### src/rtl/crl_pkg.sv
package crl_pkg;
    localparam int CODE_W = 10;

    localparam logic [CODE_W-1:0] CODE_AND  = 10'd257;
    localparam logic [CODE_W-1:0] CODE_OR   = 10'd449;
    localparam logic [CODE_W-1:0] CODE_XOR  = 10'd193;
    localparam logic [CODE_W-1:0] CODE_NAND = 10'd225;
    localparam logic [CODE_W-1:0] CODE_NOR  = 10'd33;
    localparam logic [CODE_W-1:0] CODE_EQV  = 10'd289;
    localparam logic [CODE_W-1:0] CODE_ANDC = 10'd129;

    typedef enum logic [2:0] {
        FN_NONE,
        FN_AND,
        FN_OR,
        FN_XOR,
        FN_NAND,
        FN_NOR,
        FN_EQV,
        FN_ANDC
    } crl_fn_e;
endpackage

### src/rtl/crl_decode.sv
module crl_decode
    import crl_pkg::*;
(
    input  logic [CODE_W-1:0] code,
    output crl_fn_e           fn,
    output logic              known
);
    always_comb begin
        known = 1'b1;
        unique case (code)
            CODE_AND:  fn = FN_AND;
            CODE_OR:   fn = FN_OR;
            CODE_XOR:  fn = FN_XOR;
            CODE_NAND: fn = FN_NAND;
            CODE_NOR:  fn = FN_NOR;
            CODE_EQV:  fn = FN_EQV;
            CODE_ANDC: fn = FN_ANDC;
            default: begin
                fn    = FN_NONE;
                known = 1'b0;
            end
        endcase
    end
endmodule

### src/rtl/crl_bitfn.sv
module crl_bitfn
    import crl_pkg::*;
(
    input  crl_fn_e fn,
    input  logic    a,
    input  logic    b,
    output logic    y
);
    always_comb begin
        unique case (fn)
            FN_AND:  y = a & b;
            FN_OR:   y = a | b;
            FN_XOR:  y = a ^ b;
            FN_NAND: y = ~(a & b);
            FN_NOR:  y = ~(a | b);
            FN_EQV:  y = ~(a ^ b);
            FN_ANDC: y = a & ~b;
            default: y = 1'b0;
        endcase
    end
endmodule

### src/rtl/crbit_logic_unit.sv
module crbit_logic_unit
    import crl_pkg::*;
#(
    parameter int CR_W = 32,
    localparam int IDX_W = $clog2(CR_W)
) (
    input  logic              clk,
    input  logic              rst_n,
    input  logic              op_valid,
    input  logic [CODE_W-1:0] op_code,
    input  logic [IDX_W-1:0]  op_bt,
    input  logic [IDX_W-1:0]  op_ba,
    input  logic [IDX_W-1:0]  op_bb,
    output logic [CR_W-1:0]   cr_value,
    output logic              op_illegal
);
    localparam logic [IDX_W-1:0] TOP_POS = IDX_W'(CR_W - 1);

    logic [CR_W-1:0]  cr_q;
    logic [CR_W-1:0]  cr_d;
    logic             illegal_q;
    crl_fn_e          fn;
    logic             known;
    logic             src_a;
    logic             src_b;
    logic             res;
    logic             wr_en;
    logic [IDX_W-1:0] tgt_pos;

    crl_decode u_dec (
        .code  (op_code),
        .fn    (fn),
        .known (known)
    );

    // MSB-first numbering: index i lives at physical bit CR_W-1-i
    assign src_a   = cr_q[TOP_POS - op_ba];
    assign src_b   = cr_q[TOP_POS - op_bb];
    assign tgt_pos = TOP_POS - op_bt;
    assign wr_en   = op_valid && known;

    crl_bitfn u_fn (
        .fn (fn),
        .a  (src_a),
        .b  (src_b),
        .y  (res)
    );

    for (genvar j = 0; j < CR_W; j++) begin : g_bit
        assign cr_d[j] = (wr_en && (tgt_pos == IDX_W'(j))) ? res : cr_q[j];
    end

    always_ff @(posedge clk) begin
        if (!rst_n) begin
            cr_q      <= '0;
            illegal_q <= 1'b0;
        end else begin
            cr_q      <= cr_d;
            illegal_q <= op_valid && !known;
        end
    end

    assign cr_value   = cr_q;
    assign op_illegal = illegal_q;

    p_idle_hold_r10: assert property (@(posedge clk) disable iff (!rst_n)
        !op_valid |=> (cr_q == $past(cr_q)) && !op_illegal);

    p_bad_code_r9: assert property (@(posedge clk) disable iff (!rst_n)
        (op_valid && !known) |=> (cr_q == $past(cr_q)) && op_illegal);

    p_flag_cause_r9: assert property (@(posedge clk) disable iff (!rst_n)
        op_illegal |-> $past(op_valid));

    p_single_bit_r3: assert property (@(posedge clk) disable iff (!rst_n)
        op_valid |=> $countones(cr_q ^ $past(cr_q)) <= 1);

    p_target_only_r2: assert property (@(posedge clk) disable iff (!rst_n)
        op_valid |=> ((cr_q ^ $past(cr_q))
                      & ~(CR_W'(1) << (CR_W - 1 - int'($past(op_bt))))) == '0);
endmodule

### config.mk
export PLATFORM = sky130hd
export DESIGN_NAME = crbit_logic_unit
export DESIGN_NICKNAME = d
export VERILOG_FILES = /design/src/rtl/crl_pkg.sv /design/src/rtl/crl_decode.sv /design/src/rtl/crl_bitfn.sv /design/src/rtl/crbit_logic_unit.sv
export SDC_FILE = /design/constraint.sdc
export NUM_CORES = 1
export LEC_CHECK = 0
export BUFFER_PORTS_ARGS = -buffer_cell sky130_fd_sc_hd__buf_2
export CORE_MARGIN = 4
export CORE_UTILIZATION = 40
export DETAILED_ROUTE_END_ITERATION = 10
export PLACE_DENSITY = 0.66
export SLEW_MARGIN = 20
export SYNTH_ARGS = -nofsm -noshare
export SYNTH_HDL_FRONTEND = slang
export SYNTH_SLANG_ARGS = --single-unit
### constraint.sdc
create_clock -name clk -period 8.6 [get_ports clk]
set_clock_uncertainty 0.2 [all_clocks]
set_input_delay 1.72 -clock clk [delete_from_list [all_inputs] [get_ports clk]]
set_output_delay 1.72 -clock clk [all_outputs]
set_load 0.05 [all_outputs]
==> run_results.csv <==
group,metric,value,unit
worst_setup_path,crit_buf_inv,1,
floorplanning,chipHeight,82.1,um
yosys,flops_latches_synth,33,
worst_setup_path,timing.critical_path.max_delay_family,"simple AND/OR/NAND/NOR gates",
global_route,grt_max_degree,35,
global_route,grt_antenna_before_repair,0,
floorplanning,core_area,0.00520,mm2
hold_path,min_path_type,"flop to flop",
route,totalWireLength,6380,um
yosys,yosys_most_used_dff,"dfxtp_1",
timing,setup_violations,0,
timing,fin_setup_tns,0,ns
timing,finalCriticalPeriod,4.83,ns
placement,finalWeightedCongestion,0.815,
yosys,yosysTopAreaCellShare,0.301,
timing,final_min_period_over_clock_period,0.561,
yosys,synth-warning-count,0,
power,leakage,1.12,nW
layout,stdcell_count,371,
worst_setup_path,cp.required,8.53,ns
yosys,leading_post_synthesis_cells_by_instance_count,"a22oi_1 (40), dfxtp_1 (33), mux2i_1 (33)",
route,via_count,2174,
timing,postLayoutSetupSlackWorst,3.77,ns
floorplanning,fp.dieArea,0.00674,mm2
floorplanning,die_width,82.1,um
yosys,synth_fp_nets,277,
job,max-cap-violations,0,
layout,area_growth,18.5,%
timing,highest_clock_rate,207,MHz
yosys,synth.area.top_cells,"dfxtp_1 (30%), mux2i_1 (15%), a22oi_1 (14%)",
yosys,syn-instance-count,246,
timing,slew_headroom,0.236,
clocking,numClockSinks,33,
worst_setup_path,critical_path.cell_chain,"buf_2, mux2i_1, a311oi_1, nand2_1, a21oi_1, a311oi_1, ha_1, and4bb_1, a31oi_1, nor2_1, nor4_4, a21oi_1",
clocking,worstSkewPairLatency,0.29,ns
placement,post-place-cells,364,
floorplanning,placement_rows,26,
global_route,grtUsageTotal,0.194,
clocking,cts.htree.levels,2,
placement,place.port_buffers,60,
yosys,mean_area_per_synthesized_cell,8.93,um2
yosys,async_set_reset_flop_share_out_of_synthesis,0,
timing,timing.final.hold_violations,0,
layout,final_nets,332,
route,wire_per_inst,17.2,um
worst_setup_path,critPathSlowestCell,"nor4_4",
layout,post-route-util,0.500,
route,drc,0,
global_route,grt_pass1_vias,2004,
power,switchingPower,0.0860,mW
placement,dp_hpwl,4940,um
global_route,wire_length_of_the_first_global_routing_pass,9990,um
timing,final_max_slew_viol_count,0,
route,first_iter_violations,158,
yosys,number_of_synthesized_flops_with_an_enable_pin,0,
power,seq_power_share,0.476,
clocking,postCtsHoldBufs,0,
placement,place_ws,3.52,ns
layout,num-fill-cells,516,
layout,multi_input_comb_area,0.00145,mm2
power,vdd_ir_drop_max,88.4,uV
yosys,synth.cell_area,0.00220,mm2
route,viasPerCell,5.86,
worst_setup_path,worst_setup_path_start_kind,"primary input",
power,power_frac_clock,0.364,
worst_setup_path,critPathCaptureType,"flop",
floorplanning,initial_utilization,0.422,
layout,final_layout_size_suffix_gt1_frac,0.279,
clocking,cts.root.buffer_cell,"clkbuf_8",
layout,final_area,0.00260,mm2
timing,final.hold.worst_slack,0.406,ns
clocking,cts_tree,"yes",
power,power.switching_fraction,0.267,
timing,rsz0062_at_grt,"false",
clocking,cts_repair_resize_count,0,
clocking,clk_pin_slew_worst_paths,0.06,ns
global_route,remaining_global_route_overflow,0,
timing,worstMarginPinSlew,1.14,ns
status,outcome,"completed",
yosys,synth_cell_type_count,35,
yosys,ys_seq_area_frac,0.301,
clocking,postCtsSetupRepairBufs,0,
power,cellPowerDensity,124,mW/mm2
yosys,synth.most_common_cell,"a22oi_1",
layout,register_area,661,um2
worst_setup_path,crit_arrival,4.76,ns
power,power_frac_comb,0.161,
worst_setup_path,setup.worst_path.class,"primary input to flop",
clocking,cts_max_path_buffers,2,
placement,dpl_cell_area,0.00252,mm2
yosys,synthDominantAreaCellType,"dfxtp_1",
worst_setup_path,critPathMaxStageDelay,0.93,ns
clocking,cts_buffers,5,
route,final_antenna_net_count,0,
power,internal-power,0.236,mW
floorplanning,design.portCount,61,
route,firstDrtPassIters,4,
layout,antenna-diode-count,0,
worst_setup_path,cp_max_fo,16,
power,design_power_total,0.322,mW
## state kept, by name, indices dropped and copies added, names as in the netlist
signal and count:
cr_value 32, op_illegal 1
## worst min-delay path, delay by kind of cell (launching register included)
kind	cells	cell delay, ns
AOI/OAI and AO/OA	2	0.22
DFF	1	0.33
## metal layers
metal / global-route usage / share of wire
met5: 0 / 0
met4: 0.0698 / 0.014
met3: 0.0434 / 0.064
met2: 0.302 / 0.45
met1: 0.263 / 0.47
## final cells by class
type / count / share of cell area
clock buffers: 7 / 0.0332
inverters: 4 / 0.00577
multi-input cells: 197 / 0.558
flip-flops and latches: 33 / 0.254
well taps: 70 / 0.0337
repair buffers: 60 / 0.115
## path summary, 6_finish.rpt
check	start	endpoint	slack [ns]	cells past startpoint
hold / removal	cr_value[8]$_SDFFE_PN0P_	cr_value[8]$_SDFFE_PN0P_	0.41	2
setup / recovery	op_ba[1]	cr_value[27]$_SDFFE_PN0P_	3.77	12
setup reg to reg	cr_value[22]$_SDFFE_PN0P_	cr_value[27]$_SDFFE_PN0P_	5.22	11
hold reg to reg	cr_value[8]$_SDFFE_PN0P_	cr_value[8]$_SDFFE_PN0P_	0.41	2
## cells by family after synthesis
| group | count (synthesis) | share of synthesized area |
|---|---|---|
| DFF | 33 | 0.301 |
| buffers and inverters | 16 | 0.0382 |
| muxes | 34 | 0.155 |
| and+or+nand+nor | 68 | 0.192 |
| adders and majority gates | 3 | 0.0171 |
| AOI/OAI and AO/OA | 92 | 0.297 |
## power by group through the flow
stage               Clock (mW)  Sequential [mW]  Combinational [mW]
floorplan                    0            0.158              0.0333
global placement             0            0.157              0.0507
detailed placement           0            0.157              0.0512
CTS                      0.120            0.153              0.0513
global route             0.128            0.153              0.0567
finish                   0.117            0.153              0.0517
## placed cells by master (no fill, tap or decap)
cell type / synthesis / final
buf_2: 4 / 60
a22oi_1: 40 / 40
mux2i_1: 33 / 33
dfxtp_1: 33 / 33
a21oi_1: 24 / 24
nand2_1: 16 / 16
nor2_1: 15 / 15
a21oi_2: 10 / 10
nand3_1: 8 / 8
nor2b_1: 7 / 7
a311oi_1: 6 / 6
nor3_1: 6 / 6
clkbuf_8: 0 / 6
nand2b_1: 5 / 5
inv_1: 4 / 4
o22ai_1: 4 / 4
ha_1: 3 / 3
a311o_1: 2 / 2
nor4_4: 2 / 2
nor3_4: 2 / 2
nand4_1: 2 / 2
nor4b_4: 1 / 1
nand4b_4: 1 / 1
a22oi_2: 1 / 1
and4bb_1: 1 / 1
a31oi_1: 1 / 1
o21ai_0: 1 / 1
and3_1: 1 / 1
o21bai_1: 1 / 1
mux2_2: 1 / 1
o21ai_1: 1 / 1
o311a_1: 1 / 1
nor4_1: 1 / 1
clkbuf_1: 4 / 1
Note: power is estimated with default switching activity, not from simulation.
